==> src/rtl/spi_chan_pkg.sv <==
// spi_chan_pkg: shared constants, select codes and helper functions for the
// SPI channel controller. Assumes a 23-bit configuration register layout.
package spi_chan_pkg;

    localparam int CFG_W      = 23;
    localparam int WL_LSB     = 7;
    localparam int WL_FLD_W   = 5;
    localparam int MODE_LSB   = 12;
    localparam int DMA_TX_BIT = 14;
    localparam int DMA_RX_BIT = 15;
    localparam int TURBO_BIT  = 19;
    localparam int FORCE_BIT  = 20;

    localparam int ST_RXF = 0;
    localparam int ST_TXE = 1;
    localparam int ST_EOT = 2;

    localparam logic [CFG_W-1:0] CFG_RESET = 23'h060000;
    localparam logic [2:0]       ST_RESET  = 3'b010;

    typedef enum logic [1:0] {
        MODE_DUPLEX  = 2'd0,
        MODE_RX_ONLY = 2'd1,
        MODE_TX_ONLY = 2'd2,
        MODE_ALT     = 2'd3
    } xfer_mode_e;

    localparam logic [1:0] WR_CFG = 2'd0;
    localparam logic [1:0] WR_EN  = 2'd1;
    localparam logic [1:0] WR_TX  = 2'd2;

    localparam logic [1:0] RD_CFG  = 2'd0;
    localparam logic [1:0] RD_STAT = 2'd1;
    localparam logic [1:0] RD_TX   = 2'd2;
    localparam logic [1:0] RD_RX   = 2'd3;

    // Convert the word-length field into a bit count, clamping illegal values.
    function automatic logic [5:0] word_len(input logic [WL_FLD_W-1:0] fld);
        if (fld < 5'd3) return 6'd4;
        return {1'b0, fld} + 6'd1;
    endfunction

    // Extract the transfer mode from a configuration word.
    function automatic xfer_mode_e cfg_mode(input logic [CFG_W-1:0] cfg);
        return xfer_mode_e'(cfg[MODE_LSB +: 2]);
    endfunction

endpackage

==> src/rtl/spi_chan_regs.sv <==
// spi_chan_regs: channel registers and transfer sequencing. Holds config,
// transmit/receive words, status and enable; turns host accesses into start
// attempts and applies the end-of-transfer update.
// Assumes: the shifter reports done while still busy, and only one transfer
// can be in flight.
module spi_chan_regs
    import spi_chan_pkg::*;
#(
    parameter int DATA_W = 32,
    parameter int WL_W   = 6
) (
    input  logic              clk,
    input  logic              rst_n,
    input  logic              single_mode,
    input  logic              wr_en,
    input  logic [1:0]        wr_sel,
    input  logic [DATA_W-1:0] wr_data,
    input  logic              rd_en,
    input  logic [1:0]        rd_sel,
    output logic [DATA_W-1:0] rd_data,
    input  logic              shift_busy,
    input  logic              shift_done,
    input  logic [DATA_W-1:0] shift_rx_word,
    output logic              shift_start,
    output logic [DATA_W-1:0] shift_tx_word,
    output logic [WL_W-1:0]   shift_wl,
    output logic [CFG_W-1:0]  cfg_q,
    output logic [2:0]        st_q,
    output logic              en_q
);

    logic [DATA_W-1:0] tx_q;
    logic [DATA_W-1:0] rx_q;
    logic              try_q;
    xfer_mode_e        mode;
    logic              turbo;
    logic              force_shift;
    logic              ev_tx_wr;
    logic              ev_rx_rd;
    logic              ev_en_rise;
    logic              rx_block;
    logic              tx_block;
    logic              start_ok;
    logic              bypass_done;
    logic              complete;
    logic [DATA_W-1:0] rd_mux;

    // Decode configuration fields used by the sequencer.
    always_comb begin
        mode        = cfg_mode(cfg_q);
        turbo       = cfg_q[TURBO_BIT];
        force_shift = cfg_q[FORCE_BIT];
        shift_wl    = WL_W'(word_len(cfg_q[WL_LSB +: WL_FLD_W]));
    end

    // Identify host accesses that produce a start attempt.
    always_comb begin
        ev_tx_wr   = wr_en && (wr_sel == WR_TX);
        ev_rx_rd   = rd_en && (rd_sel == RD_RX);
        ev_en_rise = wr_en && (wr_sel == WR_EN) && wr_data[0] && !en_q;
    end

    // Decide whether a pending attempt may start now and how it completes.
    always_comb begin
        rx_block    = st_q[ST_RXF] && (mode != MODE_TX_ONLY) && !turbo;
        tx_block    = st_q[ST_TXE] && (mode != MODE_RX_ONLY);
        start_ok    = try_q && en_q && !shift_busy && !rx_block && !tx_block;
        bypass_done = start_ok && single_mode && !force_shift;
        shift_start = start_ok && !(single_mode && !force_shift);
        complete    = bypass_done || shift_done;
        shift_tx_word = tx_q;
    end

    // Hold a start attempt while a word is shifting, drop it otherwise.
    always_ff @(posedge clk) begin
        if (!rst_n) try_q <= 1'b0;
        else        try_q <= ev_tx_wr || ev_rx_rd || ev_en_rise || (try_q && shift_busy);
    end

    // Configuration register keeps only its defined bits.
    always_ff @(posedge clk) begin
        if (!rst_n)                          cfg_q <= CFG_RESET;
        else if (wr_en && wr_sel == WR_CFG)  cfg_q <= wr_data[CFG_W-1:0];
    end

    // Channel enable follows data bit 0 on an enable write.
    always_ff @(posedge clk) begin
        if (!rst_n)                         en_q <= 1'b0;
        else if (wr_en && wr_sel == WR_EN)  en_q <= wr_data[0];
    end

    // Status and data words: read clears, completion sets, host write wins last.
    always_ff @(posedge clk) begin
        if (!rst_n) begin
            st_q <= ST_RESET;
            tx_q <= '0;
            rx_q <= '0;
        end else begin
            if (ev_rx_rd) st_q[ST_RXF] <= 1'b0;
            if (complete) begin
                st_q[ST_EOT] <= 1'b1;
                st_q[ST_TXE] <= 1'b1;
                tx_q         <= '0;
                if (mode != MODE_TX_ONLY) st_q[ST_RXF] <= 1'b1;
                if (shift_done)           rx_q         <= shift_rx_word;
            end
            if (ev_tx_wr) begin
                tx_q         <= wr_data;
                st_q[ST_TXE] <= 1'b0;
            end
        end
    end

    // Select the register seen by the host read port.
    always_comb begin
        unique case (rd_sel)
            RD_CFG:  rd_mux = DATA_W'(cfg_q);
            RD_STAT: rd_mux = DATA_W'({en_q, st_q});
            RD_TX:   rd_mux = tx_q;
            default: rd_mux = rx_q;
        endcase
    end

    // Register read data one cycle after the strobe.
    always_ff @(posedge clk) begin
        if (!rst_n)     rd_data <= '0;
        else if (rd_en) rd_data <= rd_mux;
    end

endmodule

==> src/rtl/spi_chan_shifter.sv <==
// spi_chan_shifter: serial engine for one word. Drives MSB-first on mosi,
// samples miso on the rising serial clock edge, shifts after the falling edge.
// Assumes: start is only raised while idle; wl is between 1 and DATA_W.
module spi_chan_shifter #(
    parameter int DATA_W  = 32,
    parameter int WL_W    = 6,
    parameter int CLK_DIV = 2
) (
    input  logic              clk,
    input  logic              rst_n,
    input  logic              start,
    input  logic [DATA_W-1:0] tx_word,
    input  logic [WL_W-1:0]   wl,
    input  logic              miso,
    output logic              busy,
    output logic              done,
    output logic [DATA_W-1:0] rx_word,
    output logic              sclk,
    output logic              mosi,
    output logic              cs_n
);

    localparam int DIV_W = $clog2(CLK_DIV) + 1;
    localparam logic [DIV_W-1:0] DIV_LAST = DIV_W'(CLK_DIV - 1);

    logic              busy_q;
    logic              sclk_q;
    logic [DATA_W-1:0] sh_q;
    logic [DATA_W-1:0] rx_q;
    logic [WL_W-1:0]   bit_q;
    logic [WL_W-1:0]   wl_q;
    logic [DIV_W-1:0]  div_q;
    logic              tick;
    logic              last_bit;

    // Half-period tick and final-bit detection.
    always_comb begin
        tick     = busy_q && (div_q == DIV_LAST);
        last_bit = (bit_q == (wl_q - 1'b1));
        done     = tick && sclk_q && last_bit;
    end

    // Word sequencing: load on start, toggle clock on ticks, sample and shift.
    always_ff @(posedge clk) begin
        if (!rst_n) begin
            busy_q <= 1'b0;
            sclk_q <= 1'b0;
            sh_q   <= '0;
            rx_q   <= '0;
            bit_q  <= '0;
            wl_q   <= '0;
            div_q  <= '0;
        end else if (start) begin
            busy_q <= 1'b1;
            sclk_q <= 1'b0;
            sh_q   <= tx_word << (DATA_W - int'(wl));
            rx_q   <= '0;
            bit_q  <= '0;
            wl_q   <= wl;
            div_q  <= '0;
        end else if (busy_q) begin
            div_q <= tick ? '0 : div_q + 1'b1;
            if (tick) begin
                sclk_q <= !sclk_q;
                if (!sclk_q) begin
                    rx_q <= {rx_q[DATA_W-2:0], miso};
                end else begin
                    sh_q  <= sh_q << 1;
                    bit_q <= bit_q + 1'b1;
                    if (last_bit) busy_q <= 1'b0;
                end
            end
        end
    end

    // Bus outputs: select low and data valid only while a word is in flight.
    always_comb begin
        busy    = busy_q;
        rx_word = rx_q;
        sclk    = sclk_q;
        cs_n    = !busy_q;
        mosi    = busy_q ? sh_q[DATA_W-1] : 1'b0;
    end

endmodule

==> src/rtl/spi_chan_req.sv <==
// spi_chan_req: DMA request and event levels derived from enable, status,
// mode and configuration. Purely combinational; assumes registered inputs.
module spi_chan_req
    import spi_chan_pkg::*;
(
    input  logic             en,
    input  logic [CFG_W-1:0] cfg,
    input  logic [2:0]       st,
    output logic             dma_tx_req,
    output logic             dma_rx_req,
    output logic             tx_evt,
    output logic             rx_evt
);

    xfer_mode_e mode;
    logic       tx_side;
    logic       rx_side;

    // Which directions the current mode services.
    always_comb begin
        mode    = cfg_mode(cfg);
        tx_side = (mode != MODE_RX_ONLY);
        rx_side = (mode != MODE_TX_ONLY);
    end

    // Request and event levels.
    always_comb begin
        dma_tx_req = en && cfg[DMA_TX_BIT] && st[ST_TXE] && tx_side;
        dma_rx_req = en && cfg[DMA_RX_BIT] && st[ST_RXF] && rx_side;
        tx_evt     = st[ST_TXE] && tx_side;
        rx_evt     = st[ST_RXF] && rx_side && !cfg[TURBO_BIT];
    end

endmodule

==> src/rtl/spi_chan_ctrl.sv <==
// spi_chan_ctrl: one SPI master channel. Connects the register/sequencer,
// the serial shifter and the request logic. Assumes a single host port and
// that the module-level single-channel flag arrives as a stable level.
module spi_chan_ctrl
    import spi_chan_pkg::*;
#(
    parameter int DATA_W  = 32,
    parameter int CLK_DIV = 2
) (
    input  logic              clk,
    input  logic              rst_n,
    input  logic              single_mode_i,
    input  logic              wr_en_i,
    input  logic [1:0]        wr_sel_i,
    input  logic [DATA_W-1:0] wr_data_i,
    input  logic              rd_en_i,
    input  logic [1:0]        rd_sel_i,
    output logic [DATA_W-1:0] rd_data_o,
    output logic [2:0]        status_o,
    input  logic              miso_i,
    output logic              sclk_o,
    output logic              mosi_o,
    output logic              cs_n_o,
    output logic              dma_tx_req_o,
    output logic              dma_rx_req_o,
    output logic              tx_empty_evt_o,
    output logic              rx_full_evt_o
);

    localparam int WL_W = $clog2(DATA_W) + 1;

    logic [CFG_W-1:0]  cfg_w;
    logic [2:0]        st_w;
    logic              en_w;
    logic              start_w;
    logic [DATA_W-1:0] tx_word_w;
    logic [WL_W-1:0]   wl_w;
    logic              busy_w;
    logic              done_w;
    logic [DATA_W-1:0] rx_word_w;

    spi_chan_regs #(.DATA_W(DATA_W), .WL_W(WL_W)) regs_i (
        .clk           (clk),
        .rst_n         (rst_n),
        .single_mode   (single_mode_i),
        .wr_en         (wr_en_i),
        .wr_sel        (wr_sel_i),
        .wr_data       (wr_data_i),
        .rd_en         (rd_en_i),
        .rd_sel        (rd_sel_i),
        .rd_data       (rd_data_o),
        .shift_busy    (busy_w),
        .shift_done    (done_w),
        .shift_rx_word (rx_word_w),
        .shift_start   (start_w),
        .shift_tx_word (tx_word_w),
        .shift_wl      (wl_w),
        .cfg_q         (cfg_w),
        .st_q          (st_w),
        .en_q          (en_w)
    );

    spi_chan_shifter #(.DATA_W(DATA_W), .WL_W(WL_W), .CLK_DIV(CLK_DIV)) shift_i (
        .clk     (clk),
        .rst_n   (rst_n),
        .start   (start_w),
        .tx_word (tx_word_w),
        .wl      (wl_w),
        .miso    (miso_i),
        .busy    (busy_w),
        .done    (done_w),
        .rx_word (rx_word_w),
        .sclk    (sclk_o),
        .mosi    (mosi_o),
        .cs_n    (cs_n_o)
    );

    spi_chan_req req_i (
        .en         (en_w),
        .cfg        (cfg_w),
        .st         (st_w),
        .dma_tx_req (dma_tx_req_o),
        .dma_rx_req (dma_rx_req_o),
        .tx_evt     (tx_empty_evt_o),
        .rx_evt     (rx_full_evt_o)
    );

    // Live status to the port.
    always_comb status_o = st_w;

endmodule

==> config.mk <==
export PLATFORM = sky130hd
export DESIGN_NAME = spi_chan_ctrl
export DESIGN_NICKNAME = d
export VERILOG_FILES = /design/src/rtl/spi_chan_pkg.sv /design/src/rtl/spi_chan_regs.sv /design/src/rtl/spi_chan_shifter.sv /design/src/rtl/spi_chan_req.sv /design/src/rtl/spi_chan_ctrl.sv
export SDC_FILE = /design/constraint.sdc
export NUM_CORES = 1
export LEC_CHECK = 0
export BUFFER_PORTS_ARGS = -buffer_cell sky130_fd_sc_hd__buf_2
export CORE_ASPECT_RATIO = 2
export CORE_MARGIN = 10
export CORE_UTILIZATION = 53
export CTS_CLUSTER_SIZE = 10
export DETAILED_ROUTE_END_ITERATION = 16
export PLACE_DENSITY = 0.72
export RECOVER_POWER = 100
export SLEW_MARGIN = 20
export SYNTH_ARGS = -nofsm -noshare
export SYNTH_HDL_FRONTEND = slang
export SYNTH_SLANG_ARGS = --single-unit
==> constraint.sdc <==
create_clock -name clk -period 4.75 [get_ports clk]
set_clock_uncertainty 0.2 [all_clocks]
set_input_delay 0.2375 -clock clk [delete_from_list [all_inputs] [get_ports clk]]
set_output_delay 0.2375 -clock clk [all_outputs]
set_load 0.02 [all_outputs]
# Word level (Yosys, flattened, before mapping)
# Cells that the tools add are included.
# classes
n_addsub,5
multipliers,0
div,0
order_cmp,1
eq_ne,9
n_shift,1
n_mux,21
n_bitwise,2
n_reduce_logical,51
# op_table
cell,n
$mux W32,6
$pmux W32 S3,1
$shl A32 B32 Y32,1
$logic_and A1 B1 Y1,27
$mux W6,2
$mux W1,10
$reduce_and A3 Y1,3
$logic_not A1 Y1,8
$reduce_bool A2 Y1,4
$sub A6 B6 Y7 const A,1
$add A5 B1 Y6 const B,1
$add A6 B1 Y6 const B,1
$eq A2 B1 Y1 const B,3
$eq A2 B2 Y1 const B,3
$eq A6 B6 Y1,1
$sub A6 B1 Y6 const B,1
$lt A5 B2 Y1 const B,1
$logic_not A2 Y1,2
$logic_or A1 B1 Y1,4
$mux W2,2
$reduce_and A2 Y1,2
$add A2 B1 Y2 const B,1
$ne A2 B1 Y1 const B,1
$ne A2 B2 Y1 const B,1
2 further kinds,3
# word_totals
reg_bits,204
latchBits,0
mem_bits_rw,0
romBits,0
input_bits,42
wordCells,106
n_memories,0

# Longest topological paths before layout
# logic_depth
ltp_word,11
mapped_depth,15

# By module
# From an unflattened synthesis, not the netlist that was laid out.
# hier_totals
hier_cells,1216
area_unflattened_um2,10331.2
# by_module_without_submodules
module,instances,cells_per_inst,area_each_um2,seq_area_each_um2
spi_chan_regs,1,594,5298.8,2482.4
spi_chan_shifter,1,615,4983.5,1601.5
spi_chan_req,1,7,48.8,0.0

# Least setup slack after synthesis
# OpenSTA, ideal clock, no wires.
# synth_path
path_type,register to register
from,register regs_i.cfg_q[10]
to,register shift_i.sh_q[19]
arrival_ns,3.098
required_time_ns,4.491
slack_ns,1.393
stages_incl_launch_ff,16
n_path_buf,3
synth_period_minus_slack_ns,3.357
cell_sequence,dfxtp_1 > nor3_1 > nor2_1 > inv_2 > buf_4 > buf_2 > ha_1 > buf_1 > nor4bb_1 > o21ai_0 > o31ai_1 > o22a_1 > nor2_1 > nand3_1 > o221ai_1 > o211a_1
# synth_between
elab_chain_cells,6
# synth_lines
item,line_no,source
from (decl),spi_chan_regs.sv:27,"output logic [CFG_W-1:0] cfg_q,"
from (signal assigned),spi_chan_regs.sv:83,else if (wr_en && wr_sel == WR_CFG) cfg_q <= wr_data[CFG_W-1:0];
$lt A5 B2 Y1,spi_chan_pkg.sv:39,if (fld < 5'd3) return 6'd4;
$mux W1,spi_chan_pkg.sv:39,
$mux W6 (*),spi_chan_pkg.sv:40,"return {1'b0, fld} + 6'd1;"
$sub A6 B6 Y7 (*),spi_chan_shifter.sv:56,sh_q <= tx_word << (DATA_W - int'(wl));
$shl A32 B32 Y32 (*),spi_chan_shifter.sv:56,
$mux W32 (*),spi_chan_shifter.sv:53,end else if (start) begin
to (signal assigned),spi_chan_shifter.sv:56,
to (signal assigned),spi_chan_shifter.sv:68,sh_q <= sh_q << 1;
to (decl),spi_chan_shifter.sv:28,logic [DATA_W-1:0] sh_q;
# Every way passes the cells marked *; elsewhere a longest branch is shown, timed or not.
# A chain may end at the register's enable or synchronous reset.

# Worst setup path after layout
# layout_path
from,"register shift_i.busy_q, in the netlist shift_i.busy"
to,register regs_i.st_q[0]
# layout_between
elab_chain_cells,8
# layout_lines
item,line_no,source
from (decl),spi_chan_shifter.sv:26,logic busy_q;
from (signal assigned),spi_chan_shifter.sv:46,busy_q <= 1'b0;
from (signal assigned),spi_chan_shifter.sv:54,busy_q <= 1'b1;
from (signal assigned),spi_chan_shifter.sv:70,if (last_bit) busy_q <= 1'b0;
$logic_not A1 Y1,spi_chan_regs.sv:67,start_ok = try_q && en_q && !shift_busy && !rx_block && !tx_block;
$logic_and A1 B1 Y1 (3 in a row),spi_chan_regs.sv:67,
$logic_and A1 B1 Y1 (2 in a row),spi_chan_regs.sv:68,bypass_done = start_ok && single_mode && !force_shift;
$logic_or A1 B1 Y1 (*),spi_chan_regs.sv:70,complete = bypass_done || shift_done;
$mux W2 (*),spi_chan_regs.sv:100,if (complete) begin
"to (signal, indexed assignment)",spi_chan_regs.sv:99,if (ev_rx_rd) st_q[ST_RXF] <= 1'b0;
"to (signal, indexed assignment)",spi_chan_regs.sv:101,st_q[ST_EOT] <= 1'b1;
"to (signal, indexed assignment)",spi_chan_regs.sv:102,st_q[ST_TXE] <= 1'b1;
to (decl),spi_chan_regs.sv:28,"output logic [2:0] st_q,"
# Every way passes the cells marked *; elsewhere a longest branch is shown, timed or not. The select of a mux whose other input is x is not followed.

==> qor.json <==
{
  "design.portCount": {"value": 84},
  "yosys.cell_types.count": {"value": 63},
  "post_synth_inst_count": {"value": 1223},
  "finalCoreUtilization": {"value": 61.3, "unit": "%"},
  "crit_fanout": {"value": 34},
  "timing.final.crit_share": {"value": 83.8, "unit": "%"},
  "ys_dominant_reg_cell": {"value": "sky130_fd_sc_hd__dfxtp_1"},
  "route.detailed.vias_per_inst": {"value": 5.95},
  "power.ir.vdd_worst": {"value": 0.295, "unit": "mV"},
  "worst_ep_required_time": {"value": 5020, "unit": "ps"},
  "synth-edff-count": {"value": 0},
  "detail_route.iter0.violations": {"value": 633},
  "hold_path_startpoint": {"value": "wr_sel_i[0]"},
  "antenna_cells": {"value": 0},
  "whs_path_depth": {"value": 4},
  "final-hold-violation-count": {"value": 0},
  "route.antenna.remaining_nets": {"value": 0},
  "crit_path_time_final": {"value": 3980, "unit": "ps"},
  "wl": {"value": 31.1, "unit": "mm"},
  "cts_resized": {"value": 0},
  "crit-reg2reg-launch": {"value": "shift_i.busy"},
  "netlist.area_leader.share": {"value": 39.4, "unit": "%"},
  "regToRegEndpoint": {"value": "regs_i.st_q[0]"},
  "cts_buffers": {"value": 24},
  "power_density_over_the_cells": {"value": 324, "unit": "nW/um^2"},
  "chipWidth": {"value": 119, "unit": "microns"},
  "start_util": {"value": 53.8, "unit": "%"},
  "ys_seq_area_share": {"value": 39.4, "unit": "%"},
  "multi_input_comb_area": {"value": 5830, "unit": "sq um"},
  "post_route_cells_drive_above_1_share": {"value": 10.2, "unit": "%"},
  "holdPathEnd": {"value": "regs_i.en_q"},
  "antenna_found_initial": {"value": 0},
  "place_congestion": {"value": 1.03},
  "cts_setup_buffers": {"value": 0},
  "postSynth.asyncResetShare": {"value": 0, "unit": "%"},
  "maxCapViolations": {"value": 1},
  "rsz0062_at_grt": {"value": "no"},
  "fmax": {"value": 251, "unit": "MHz"},
  "max_slew.worst_pin.slew": {"value": 2490, "unit": "ps"},
  "die_h": {"value": 218, "unit": "microns"},
  "r2r_setup_slack": {"value": 770, "unit": "ps"},
  "postSynthNetCount": {"value": 1269},
  "drt_pre_antenna_iters": {"value": 5},
  "finalWorstSetupSlack": {"value": 771, "unit": "ps"},
  "globalRouteTotalUtil": {"value": 23.3, "unit": "%"},
  "clk_pin_slew": {"value": 60, "unit": "ps"},
  "synthDominantAreaCellType": {"value": "sky130_fd_sc_hd__dfxtp_1"},
  "fin_total_pwr": {"value": 0.00383, "unit": "W"},
  "ctsHtreeMaxLevel": {"value": 1},
  "hold-worst-slack": {"value": 18.6, "unit": "ps"},
  "first_pass_grt_wire_length": {"value": 49.5, "unit": "mm"},
  "timing.setup.critical_path_class": {"value": "register to register"},
  "worst_hold_check_path_type": {"value": "input pin to register"},
  "grt_start_max_net_pins": {"value": 113},
  "cts_tree": {"value": "yes"},
  "syn2layout_area_growth": {"value": 14.0, "unit": "%"},
  "setup-tns-final": {"value": 0, "unit": "ps"},
  "globalRouteOverflowTotal": {"value": 0},
  "post_synth_instance_area": {"value": 10400, "unit": "sq um"},
  "critPathArrivalTime": {"value": 4250, "unit": "ps"},
  "post-route-drc-count": {"value": 0},
  "clock-root-buffer": {"value": "sky130_fd_sc_hd__clkbuf_16"},
  "area_of_the_core": {"value": 19300, "unit": "sq um"},
  "ys_ff_latch": {"value": 204},
  "reg2regPathDepth": {"value": 9},
  "via_count": {"value": 9211},
  "die_area": {"value": 25900, "unit": "sq um"},
  "pre_cts_slack": {"value": 1150, "unit": "ps"},
  "ctsHoldBuffers": {"value": 34},
  "max-clock-path-buffers": {"value": 3},
  "fp-row-count": {"value": 72},
  "timing_max_transition_violations_final": {"value": 54},
  "timing.final.setup_violations": {"value": 0},
  "critPathLaunchType": {"value": "register"},
  "first_global_vias": {"value": 9359},
  "postSynthAreaPerCell": {"value": 8.48, "unit": "sq um"},
  "half_perimeter_wire_length_after_placement": {"value": 21.9, "unit": "mm"},
  "routedWlPerCell": {"value": 20.1, "unit": "microns"},
  "status": {"value": "finished, violations left"},
  "ff_latch_area": {"value": 4080, "unit": "sq um"},
  "power.static_leakage": {"value": 4.56, "unit": "nW"},
  "fin_nets": {"value": 1334},
  "timing.max_slew.rel_slack": {"value": -65.9, "unit": "%"},
  "ys_warn_count": {"value": 0},
  "clock-sinks": {"value": 204},
  "fillerInstances": {"value": 1792},
  "synth.area.top_cells": {"value": "sky130_fd_sc_hd__dfxtp_1 (39%), sky130_fd_sc_hd__mux2i_1 (9.3%), sky130_fd_sc_hd__nand2_1 (8.8%)"},
  "port-buffer-count": {"value": 83},
  "clock_latency": {"value": 530, "unit": "ps"},
  "violations": {"value": "max-capacitance violations, max-slew violations"},
  "end_kind": {"value": "register"}
}
==> report_power, final <==
part           leakage, nW  internal (W)  switching (W)  total (W)
Sequential            1.65       0.00174      0.0000268    0.00177
Combinational         2.59      0.000162       0.000252   0.000414
Clock                0.324      0.000962       0.000684    0.00165
==> placed cells by master (no fill, tap or decap), drive strengths merged, types with 22 or more instances in the layout <==
cell type    count
o211a           25
mux2            28
nor2b           46
a21oi           62
nor2            25
nand3           61
mux2i           96
nand2          244
clkbuf          72
buf             57
a21boi          55
dfxtp          204
dlygate4sd3     34
a22oi           22
o21ai           73
==> cell usage after synthesis (all sizes together), types with 9 or more instances <==
library cell and count:
a22oi 22, nor2b 46, nand2 244, o22ai 13, a21boi 55, o211a 25
o211ai 9, nor2 25, a21oi 62, mux4 12, mux2 28, xnor2 12
inv 17, nand3 61, and2 21, o21ai 73, clkbuf 83, nor3 9
buf 16, dfxtp 204, mux2i 96, a31oi 12
==> registers in the layout (all words and copies together), names as in the netlist <==
| name | count |
|---|---|
| regs_i.rd_data | 32 |
| regs_i.rx_q | 32 |
| regs_i.shift_tx_word | 32 |
| shift_i.rx_word | 32 |
| shift_i.sh_q | 32 |
| regs_i.cfg_q | 23 |
| shift_i.bit_q | 6 |
| shift_i.wl_q | 6 |
| regs_i.st_q | 3 |
| shift_i.div_q | 2 |
| regs_i.en_q | 1 |
| regs_i.try_q | 1 |
| shift_i.busy | 1 |
| shift_i.sclk | 1 |
==> metal layers <==
layer	track usage, %	wire [microns]	vias up
met5	0	0	-
met4	15.3	2050	0
met2	43.4	16500	296
met3	3.42	1470	111
li1	-	-	4408
met1	23.5	11000	4396
==> worst max-delay path, stage by stage (launching register included) <==
cell and delay (ps):
sky130_fd_sc_hd__dfxtp_1 510, sky130_fd_sc_hd__nand2_1 180, sky130_fd_sc_hd__nor2_1 230, sky130_fd_sc_hd__and2_0 490
sky130_fd_sc_hd__nand3_1 220, sky130_fd_sc_hd__a2111oi_4 500, sky130_fd_sc_hd__clkbuf_2 980, sky130_fd_sc_hd__or2_0 340
sky130_fd_sc_hd__a22oi_1 130, sky130_fd_sc_hd__nor2b_1 120
==> stage by stage <==
| step | instance area, sq um | cells |
|---|---|---|
| floorplan | 10400 | 1223 |
| finish | 11800 | 1548 |
| global placement | 10900 | 1486 |
| detailed placement | 10900 | 1487 |
| global route | 11800 | 1548 |
| CTS | 11900 | 1548 |
==> logic make-up (layout without fill, tap and decap cells) <==
family	Yosys count	count (layout)	synth area share [%]
compound gates	305	305	19.6
xor+xnor	19	19	1.79
fa+ha+maj	4	4	0.483
buf+inv	116	182	4.46
flops	204	204	39.4
mux	136	136	14.9
simple gates	439	439	19.4
==> final cells by class <==
type,instances,area share (%)
Inverter,17,0.540
Timing Repair Buffer,138,7.23
Multi-Input combinational cell,903,49.3
Tap cell,259,2.74
Clock inverter,2,0.392
Clock buffer,25,5.20
Sequential cell,204,34.6
==> how the worst max path moves through the flow <==
| stage | from | to | slack (ps) | cells past startpoint |
|---|---|---|---|---|
| 2_1_floorplan | regs_i.cfg_q[10] | shift_i.sh_q[19] | 1390 | 15 |
| 3_3_place_gp | regs_i.cfg_q[10] | shift_i.sh_q[19] | 1250 | 11 |
| 3_5_place_dp | regs_i.cfg_q[10] | shift_i.sh_q[19] | 1150 | 11 |
| 4_1_cts | regs_i.cfg_q[10] | shift_i.sh_q[19] | 1130 | 11 |
| 5_1_grt | regs_i.cfg_q[10] | shift_i.sh_q[27] | 470 | 9 |
| 6_report | shift_i.busy | regs_i.st_q[0] | 770 | 9 |
No activity file was read; power rests on OpenSTA's default activity.
